### src/rtl/ocu_pkg.sv
package ocu_pkg;
  typedef enum logic [2:0] {
    A_WLO = 3'd0,
    A_WHI = 3'd1,
    A_PTR = 3'd2,
    A_RLD = 3'd3,
    A_TEN = 3'd4,
    A_LVL = 3'd5,
    A_IEN = 3'd6,
    A_STS = 3'd7
  } ocu_addr_e;
endpackage

### src/rtl/ocu_timer.sv
module ocu_timer #(
  parameter int TW = 16
) (
  input  logic          clk,
  input  logic          rst_n,
  input  logic          run,
  input  logic [TW-1:0] reload,
  output logic [TW-1:0] cnt,
  output logic          uf
);
  logic [TW-1:0] cnt_q;

  assign uf  = run && (cnt_q == '0);
  assign cnt = cnt_q;

  always_ff @(posedge clk or negedge rst_n) begin
    if (!rst_n) begin
      cnt_q <= '0;
    end else if (run) begin
      cnt_q <= (cnt_q == '0) ? reload : cnt_q - 1'b1;
    end
  end

  p_dec_r1: assert property (@(posedge clk) disable iff (!rst_n)
    (run && cnt_q != '0) |=> cnt_q == TW'($past(cnt_q) - 1'b1));
  p_reload_r1: assert property (@(posedge clk) disable iff (!rst_n)
    uf |=> cnt_q == $past(reload));
  p_hold_r13: assert property (@(posedge clk) disable iff (!rst_n)
    !run |=> cnt_q == $past(cnt_q));
endmodule

### src/rtl/ocu_regs.sv
module ocu_regs
  import ocu_pkg::*;
#(
  parameter int NCH = 3,
  parameter int TW  = 16
) (
  input  logic            clk,
  input  logic            rst_n,
  input  logic            wr_en,
  input  logic [2:0]      wr_addr,
  input  logic [TW/2-1:0] wr_data,
  input  logic [2:0]      rd_addr,
  output logic [TW/2-1:0] rd_data,
  input  logic            run,
  input  logic            uf,
  input  logic [NCH-1:0]  sts,
  output logic [TW-1:0]   lat_act [2*NCH],
  output logic [NCH-1:0]  te,
  output logic [NCH-1:0]  lvl,
  output logic [2*NCH-1:0] ie,
  output logic [NCH-1:0]  init
);
  localparam int DW = TW / 2;
  localparam int NL = 2 * NCH;
  localparam int PW = $clog2(NL);

  logic [TW-1:0]  buf_q [NL];
  logic [TW-1:0]  buf_nx [NL];
  logic [TW-1:0]  act_q [NL];
  logic [NL*TW-1:0] act_flat;
  logic [PW-1:0]  ptr_q;
  logic [NCH-1:0] rl_q;
  logic [NCH-1:0] te_q;
  logic [NCH-1:0] lvl_q;
  logic [NL-1:0]  ie_q;
  logic           ptr_ok;
  logic wr_lo, wr_hi, wr_ptr, wr_rl, wr_te, wr_lvl, wr_ie;

  assign wr_lo  = wr_en && (wr_addr == A_WLO);
  assign wr_hi  = wr_en && (wr_addr == A_WHI);
  assign wr_ptr = wr_en && (wr_addr == A_PTR);
  assign wr_rl  = wr_en && (wr_addr == A_RLD);
  assign wr_te  = wr_en && (wr_addr == A_TEN);
  assign wr_lvl = wr_en && (wr_addr == A_LVL);
  assign wr_ie  = wr_en && (wr_addr == A_IEN);
  assign ptr_ok = int'(ptr_q) < NL;

  always_comb begin
    for (int i = 0; i < NL; i++) begin
      buf_nx[i] = buf_q[i];
      if (ptr_ok && int'(ptr_q) == i) begin
        if (wr_lo) buf_nx[i][DW-1:0]  = wr_data;
        if (wr_hi) buf_nx[i][TW-1:DW] = wr_data;
      end
      act_flat[i*TW +: TW] = act_q[i];
      lat_act[i] = act_q[i];
    end
  end

  always_ff @(posedge clk or negedge rst_n) begin
    if (!rst_n) begin
      for (int i = 0; i < NL; i++) begin
        buf_q[i] <= '0;
        act_q[i] <= '0;
      end
    end else begin
      for (int i = 0; i < NL; i++) begin
        buf_q[i] <= buf_nx[i];
        if (!run && (wr_lo || wr_hi) && ptr_ok && int'(ptr_q) == i)
          act_q[i] <= buf_nx[i];
        else if (uf && rl_q[i/2])
          act_q[i] <= buf_q[i];
      end
    end
  end

  always_ff @(posedge clk or negedge rst_n) begin
    if (!rst_n) begin
      ptr_q <= '0;
      rl_q  <= '0;
      te_q  <= '0;
      lvl_q <= '0;
      ie_q  <= '0;
    end else begin
      if (wr_ptr) ptr_q <= wr_data[PW-1:0];
      rl_q <= (uf ? '0 : rl_q) | (wr_rl ? wr_data[NCH-1:0] : '0);
      if (wr_te)  te_q  <= wr_data[NCH-1:0];
      if (wr_lvl) lvl_q <= wr_data[NCH-1:0];
      if (wr_ie)  ie_q  <= wr_data[NL-1:0];
    end
  end

  assign te   = te_q;
  assign lvl  = lvl_q;
  assign ie   = ie_q;
  assign init = (wr_te && !run) ? wr_data[NCH-1:0] : '0;

  always_comb begin
    rd_data = '0;
    unique case (ocu_addr_e'(rd_addr))
      A_WLO: if (ptr_ok) rd_data = buf_q[ptr_q][DW-1:0];
      A_WHI: if (ptr_ok) rd_data = buf_q[ptr_q][TW-1:DW];
      A_PTR: rd_data = DW'(ptr_q);
      A_RLD: rd_data = DW'(rl_q);
      A_TEN: rd_data = DW'(te_q);
      A_LVL: rd_data = DW'(lvl_q);
      A_IEN: rd_data = DW'(ie_q);
      A_STS: rd_data = DW'(sts);
      default: rd_data = '0;
    endcase
  end

  p_hold_r3: assert property (@(posedge clk) disable iff (!rst_n)
    (run && !uf) |=> act_flat == $past(act_flat));
  p_clear_r4: assert property (@(posedge clk) disable iff (!rst_n)
    (uf && !wr_rl) |=> rl_q == '0);
endmodule

### src/rtl/ocu_channel.sv
module ocu_channel #(
  parameter int TW = 16
) (
  input  logic          clk,
  input  logic          rst_n,
  input  logic          run,
  input  logic [TW-1:0] cnt,
  input  logic [TW-1:0] lat0,
  input  logic [TW-1:0] lat1,
  input  logic          te,
  input  logic          lvl,
  input  logic [1:0]    ie,
  input  logic          init,
  output logic          out,
  output logic [1:0]    irq
);
  logic hit0, hit1;
  logic out_q;
  logic [1:0] irq_q;

  assign hit0 = run && (cnt == lat0);
  assign hit1 = run && (cnt == lat1);

  always_ff @(posedge clk or negedge rst_n) begin
    if (!rst_n) begin
      out_q <= 1'b0;
      irq_q <= '0;
    end else begin
      irq_q <= {hit1 & ie[1], hit0 & ie[0]};
      if (init)
        out_q <= lvl;
      else if (te) begin
        if (hit1)      out_q <= lvl;
        else if (hit0) out_q <= ~lvl;
      end
    end
  end

  assign out = out_q;
  assign irq = irq_q;

  p_hold_r8: assert property (@(posedge clk) disable iff (!rst_n)
    (!te && !init) |=> out_q == $past(out_q));
  p_prio_r9: assert property (@(posedge clk) disable iff (!rst_n)
    (te && !init && run && cnt == lat1) |=> out_q == $past(lvl));
  p_irq_r10: assert property (@(posedge clk) disable iff (!rst_n)
    (run && cnt == lat0 && ie[0]) |=> irq_q[0]);
endmodule

### src/rtl/ocu_top.sv
module ocu_top #(
  parameter int NCH = 3,
  parameter int TW  = 16
) (
  input  logic              clk,
  input  logic              rst_n,
  input  logic              wr_en,
  input  logic [2:0]        wr_addr,
  input  logic [TW/2-1:0]   wr_data,
  input  logic [2:0]        rd_addr,
  output logic [TW/2-1:0]   rd_data,
  input  logic              tmr_run,
  input  logic [TW-1:0]     tmr_reload,
  output logic [TW-1:0]     tmr_count,
  output logic              tmr_uf,
  output logic [NCH-1:0]    cmp_out,
  output logic [2*NCH-1:0]  cmp_irq
);
  localparam int NL = 2 * NCH;

  logic [TW-1:0]  cnt_w;
  logic           uf_w;
  logic [TW-1:0]  lat_w [NL];
  logic [NCH-1:0] te_w, lvl_w, init_w;
  logic [NL-1:0]  ie_w;

  ocu_timer #(.TW(TW)) u_tmr (
    .clk(clk), .rst_n(rst_n), .run(tmr_run), .reload(tmr_reload),
    .cnt(cnt_w), .uf(uf_w)
  );

  ocu_regs #(.NCH(NCH), .TW(TW)) u_regs (
    .clk(clk), .rst_n(rst_n), .wr_en(wr_en), .wr_addr(wr_addr),
    .wr_data(wr_data), .rd_addr(rd_addr), .rd_data(rd_data),
    .run(tmr_run), .uf(uf_w), .sts(cmp_out), .lat_act(lat_w),
    .te(te_w), .lvl(lvl_w), .ie(ie_w), .init(init_w)
  );

  for (genvar g = 0; g < NCH; g++) begin : g_ch
    ocu_channel #(.TW(TW)) u_ch (
      .clk(clk), .rst_n(rst_n), .run(tmr_run), .cnt(cnt_w),
      .lat0(lat_w[2*g]), .lat1(lat_w[2*g+1]),
      .te(te_w[g]), .lvl(lvl_w[g]), .ie(ie_w[2*g+1:2*g]),
      .init(init_w[g]), .out(cmp_out[g]), .irq(cmp_irq[2*g+1:2*g])
    );
  end

  assign tmr_count = cnt_w;
  assign tmr_uf    = uf_w;
endmodule

### config.mk
export PLATFORM = sky130hd
export DESIGN_NAME = ocu_top
export DESIGN_NICKNAME = d
export VERILOG_FILES = /design/src/rtl/ocu_pkg.sv /design/src/rtl/ocu_timer.sv /design/src/rtl/ocu_regs.sv /design/src/rtl/ocu_channel.sv /design/src/rtl/ocu_top.sv
export SDC_FILE = /design/constraint.sdc
export NUM_CORES = 1
export LEC_CHECK = 0
export BUFFER_PORTS_ARGS = -buffer_cell sky130_fd_sc_hd__buf_2
export CORE_MARGIN = 3
export CORE_UTILIZATION = 62
export CTS_CLUSTER_DIAMETER = 120
export DETAILED_ROUTE_END_ITERATION = 10
export GPL_ROUTABILITY_DRIVEN = 0
export PLACE_DENSITY = 0.81
export RECOVER_POWER = 100
export SETUP_SLACK_MARGIN = 0.3
export SYNTH_ARGS = -nofsm -noshare
export SYNTH_HDL_FRONTEND = slang
export SYNTH_SLANG_ARGS = --single-unit
### constraint.sdc
create_clock -name clk -period 2.8 [get_ports clk]
set_input_delay 0.14 -clock clk [delete_from_list [all_inputs] [get_ports clk]]
set_output_delay 0.14 -clock clk [all_outputs]
set_load 0.03 [all_outputs]
Word level (Yosys, flattened, before mapping)
Index checks and enable logic that the tools add are counted.

Add/sub/neg operators: 1. Multipliers: 0. Div/mod/pow operators: 0. Magnitude comparators: 2. Equality and inequality tests: 24. Shifts and indexed selects: 0. Muxes and demuxes: 52. Bitwise gates (word level): 11. Reduce and logical (&&, ||, !) cells: 53.

Operators with widths (count): $mux 16 (21); $mux 8 (14); $eq 16x16->1 (6); $pmux 8 s8 (1); $bmux 16 s3 (1); $eq 3x3->1 const B (11); $logic_and 1x1->1 (32); $reduce_bool 2->1 (9); $logic_not 16->1 (1); $sub 16x1->16 const B (1); $eq 3x2->1 const B (5); $mux 1 (12); $logic_not 3->1 (3); $mux 3 (3); $reduce_bool 3->1 (3); $and 1x1->1 (6); $eq 3x1->1 const B (2); $reduce_and 2->1 (3); $ge 4x4->1 const B (1); $not 3->4 (1); $lt 3x3->1 const B (1); $not 1->1 (3); $or 3x3->3 (1); $logic_not 1->1 (1); $logic_or 1x1->1 (1).

Register bits: 235. Latch bits: 0. Memory bits (writable): 0. Memory bits (read-only): 0. Memories kept: 0.

Depth between registers and ports, before layout
Word-level depth: 7. Mapped depth: 10. Gate-level depth less buffers: 7.

By module
A second synthesis with hierarchy kept.

Cell total of the unflattened synthesis: 1057. Area, all modules: 12724.7 µm².

By module, submodules not included: ocu_regs (instances 1, cells each 766, area an instance 10020.9 µm²); ocu_channel (instances 3, cells each 56, area an instance 538.0 µm²); ocu_timer (instances 1, cells each 123, area an instance 1089.8 µm²).

Worst setup path after synthesis
No wires, ideal clock.

Kind: reg2reg. Start: register u_tmr.cnt_q[13] (netlist: u_tmr.cnt[13]). End: register u_regs.act_q, in the netlist u_regs.lat_act[69]. Setup time: 125 ps. Data arrival time: 2566 ps. Data required time: 2675 ps. Path slack: 109 ps. Cell stages (with the launch flop): 9. Buffers on the path: 2. Cell sequence: dfrtp_1 buf_6 or3_4 or3b_4 nor3_4 nand3_2 nand2_2 buf_6 mux2_2.

Cells in the longest elaborated chain, start to end: 4.

RTL lines: start: declaration (RTL line ocu_timer.sv:11) `logic [TW-1:0] cnt_q;`; start signal: assignment (RTL line ocu_timer.sv:20) `cnt_q <= (cnt_q == '0) ? reload : cnt_q - 1'b1;`; $logic_not 16->1 (RTL line ocu_timer.sv:13) `assign uf = run && (cnt_q == '0);`; $logic_and 1x1->1 (RTL line ocu_timer.sv:13); $logic_and 1x1->1 (RTL line ocu_regs.sv:71) `else if (uf && rl_q[i/2])`; $reduce_bool 2->1 (no line); end signal: indexed assignment (RTL line ocu_regs.sv:70) `act_q[i] <= buf_nx[i];`; end signal: indexed assignment (RTL line ocu_regs.sv:72) `act_q[i] <= buf_q[i];`; end: declaration (RTL line ocu_regs.sv:29) `logic [TW-1:0] act_q [NL];`.

No other way between the ends. A chain may end at the register's enable or synchronous reset.

Final worst setup path
Start: register u_tmr.cnt_q[15] (netlist: u_tmr.cnt[15]). End: register g_ch[1].u_ch.out_q.

Cells in the longest elaborated chain, start to end: 5. Elaborated cells between the ends (all ways): 9. Classes of those cells: eq/ne (2); mux (3); reduce/logical (4).

RTL lines: $eq 16x16->1 (RTL line ocu_channel.sv:22) `assign hit1 = run && (cnt == lat1);`; $logic_and 1x1->1 (RTL line ocu_channel.sv:22); $mux 1 (RTL line ocu_channel.sv:33) `if (hit1) out_q <= lvl;`; $mux 1 (RTL line ocu_channel.sv:32) `else if (te) begin`; $mux 1 (RTL line ocu_channel.sv:30) `if (init)`; end signal: assignment (RTL line ocu_channel.sv:31) `out_q <= lvl;`; end signal: assignment (RTL line ocu_channel.sv:33); end signal: assignment (RTL line ocu_channel.sv:34) `else if (hit0) out_q <= ~lvl;`; end: declaration (RTL line ocu_channel.sv:18) `logic out_q;`.

Parallel ways exist; a longest one is shown, timed or not. The select of a mux whose other input is x is not followed.

==> flow_summary.ini <==
[sta]
tightest_slew_ps = 2240
rsz0062_at_grt = yes
maxSlewViolCount = 84
setup_violations = 1
period_share_pct = 100
finalCriticalPeriod_ps = 2800
finalSetupTns_ps = -4.84
max_freq_mhz = 357
hold_violations = 0
max-slew-margin-rel_pct = -49.2
setup_ws_ps = -4.84
clock_skew_ps = 16.3

[min_path]
timing.hold.worst.start = wr_data[0]
hold_path.class = input port to register
whs_endpoint = u_regs.te[0]$_DFFE_PN0N_
min_delay_path_depth = 3

[yosys]
avgSynthCellArea_sq_um = 11.6
synth_fp_nets = 1116
postSynthCellCount = 1080
synth-warning-count = 0
async_flop_share_pct = 100
synth_flop_cell = dfrtp_1
ys_seq_elements = 235
ys_seq_area_share_pct = 47.1
ys_types = 60
synth_edf_count = 0
syn_area_sq_um = 12500

[power]
p_total_w = 0.0137
p_leak_nw = 6.79
powerDensity_nw_per_um2 = 933
ir_drop_v = 0.000683

[global_route]
grt_util_met3_pct = 9.50
use_met2_pct = 52.6
track_usage_pct = 35.5
grt-ovfl-total = 0
grt_pass1_wl_um = 59000
grt_use_met1_pct = 49.9
antenna_found_initial = 0
grt_pass1_vias = 9882
top_usage_layer = met2
grt_max_degree = 86

[floorplan]
die_x_um = 148
initial_core_util_pct = 63.5
ios = 68
core_region_area_sq_um = 19700
die_area_sq_um = 21900
core.rowCount = 51
die_h_um = 148

[routing]
firstDrtPassIters = 6
drt-total-wl_um = 40200
wire_per_inst_um = 27.6
drt_iter0_drc = 1176
routed_via_density = 6.84
ant_nets = 0
vias = 9981
drc_errors = 0

[worst_setup_path]
crit_arrival_ps = 3250
r2r_start = u_tmr.cnt[15]$_DFFE_PN0P_
r2r_end = g_ch[1].u_ch.out$_DFFE_PN0P_
cp_max_fo = 10
worstSetupStartpointType = register
r2r_cells = 6
worst-r2r-setup-slack_ps = -5
criticalPathCategory = register to register
end_kind = register
cp_data_required_time_ps = 3240

[clocking]
clock_latency_ps = 540
numCtsBuffers = 25
clk_pin_slew_ps = 60
htree_levels = 1
ctsRootBufferMaster = clkbuf_16
clockBufferDepth = 3
cts_tree = yes
clock_sinks = 235

[cells_and_area]
syn_to_final_growth_pct = 17.6
nNetsFinal = 1212
drive_above_1_share_pct = 32.5
diodes = 0
final_cell_area_sq_um = 14700

[placed_design]
dp_hpwl_um = 25700
portBuffers = 67
place_ws_ps = 192
place_area_sq_um = 13300

[flow_run]
drv_cap = 1

[outcome]
failed_checks = max-capacitance violations, max-slew violations, negative setup slack
status = complete, but fails checks
[power breakdown]
part	switching [W]	internal, W
clock	0.00143	0.00203
combinational	0.00276	0.00209
sequential	0.00107	0.00433
total	0.00526	0.00845
[worst max-delay path, stage by stage, from the launching register on]
cell	delay, ps
dfrtp_1	840
xor2_1	170
nor4_1	510
nand2_1	170
nor4_1	610
o21ai_0	190
a32oi_1	220
[synthesized netlist by cell type, types with 5 or more instances]
cell type,n,share of area (%)
a22oi_1,10,0.60
o221a_2,13,1.2
mux2i_1,39,3.1
nand4_1,8,0.40
xnor2_1,24,1.7
buf_4,7,0.42
a21o_1,6,0.36
o21ai_0,46,1.8
o211ai_1,5,0.30
nand2b_1,15,0.75
clkbuf_1,50,1.5
nand3_1,18,0.72
a21oi_1,27,1.1
dfrtp_1,235,47
mux2_2,191,17
or3_1,6,0.30
nor4_1,22,1.1
buf_1,8,0.24
a311oi_1,6,0.42
o31ai_1,5,0.30
nand2_1,70,2.1
inv_1,41,1.2
buf_2,8,0.32
nor3_1,20,0.80
a221oi_1,15,1.1
o22ai_1,9,0.45
nor2_1,25,0.75
and2_1,5,0.25
mux4_2,17,3.1
xor2_1,72,5.0
[metal layers]
metal | wire, um | vias to the layer above
li1 | - | 4115
met1 | 15200 | 4960
met2 | 17700 | 720
met3 | 5040 | 186
met4 | 2320 | 0
met5 | 0 | -
[sequential cells by signal (all words and copies together), names as in the netlist, 6 cells and up]
name and count:
u_regs.buf_q 96, u_regs.ie 6, u_tmr.cnt 16, u_regs.lat_act 96, g_ch.u_ch.irq 6
[how the worst max path moves through the flow]
stage | from | endpoint | slack [ps] | cells past startpoint
CTS | u_tmr.cnt[13]$_DFFE_PN0P_ | u_regs.lat_act[48]$_DFFE_PN0P_ | 210 | 7
global placement | u_tmr.cnt[13]$_DFFE_PN0P_ | u_regs.lat_act[89]$_DFFE_PN0P_ | 220 | 6
finish | u_tmr.cnt[15]$_DFFE_PN0P_ | g_ch[1].u_ch.out$_DFFE_PN0P_ | -5 | 6
floorplan | u_tmr.cnt[13]$_DFFE_PN0P_ | u_regs.lat_act[69]$_DFFE_PN0P_ | 120 | 8
detailed placement | u_tmr.cnt[13]$_DFFE_PN0P_ | u_regs.lat_act[89]$_DFFE_PN0P_ | 190 | 6
global route | u_tmr.cnt[15]$_DFFE_PN0P_ | g_ch[1].u_ch.out$_DFFE_PN0P_ | -10 | 6
[final cells by class]
class                      count  area [sq um]
fill                        1289          4960
sequential                   235          5890
timing repair buffer         143          1070
inverter                      43           164
tap                          265           332
clock inverter                14           159
multi-input combinational    728          6390
clock buffer                  32           692
[placed cells by master (no fill, tap or decap), drive strengths merged, types with 7 or more instances in the layout]
| cell | instances |
|---|---|
| nand3 | 20 |
| dfrtp | 235 |
| buf | 99 |
| a22oi | 10 |
| mux2 | 192 |
| nor4 | 24 |
| xor2 | 72 |
| nor3 | 22 |
| or3 | 7 |
| a21oi | 27 |
| inv | 43 |
| clkinv | 7 |
| nor2 | 25 |
| o21ai | 47 |
| nand4 | 8 |
| mux2i | 39 |
| o22ai | 9 |
| dlygate4sd3 | 16 |
| clkbuf | 60 |
| a221oi | 15 |
| nand2b | 16 |
| nand2 | 72 |
| xnor2 | 24 |
| o221a | 13 |
| mux4 | 17 |
[cells by family (layout without fill, tap and decap cells)]
logic type               after synthesis  count (layout)  synth area share, %
adder cells (fa/ha/maj)                2               2                0.200
flip-flops                           235             235                 47.1
AO/OA/AOI/OAI                        167             168                 9.42
buffers and inverters                119             232                 4.05
AND/OR/NAND/NOR                      213             214                 9.02
XOR/XNOR                              96              96                 6.73
multiplexers                         248             248                 23.5
[through the flow]
step                util, %  hold slack [ps]  instances
floorplan                 -             -156       1080
global placement       67.7              194       1382
detailed placement     67.7              186       1382
CTS                    73.6             95.2       1447
global route           74.8              133       1460
finish                 74.8             97.9       1460
[timing repair]
item	CTS	global route
gates resized for setup	26	40
pin swaps	3	16
setup buffers	3	8
hold endpoints to repair	97	0
endpoints found under the setup margin	35	68
hold buffers	16	0
gates cloned	0	5
Power figures use the tool's default switching activity.
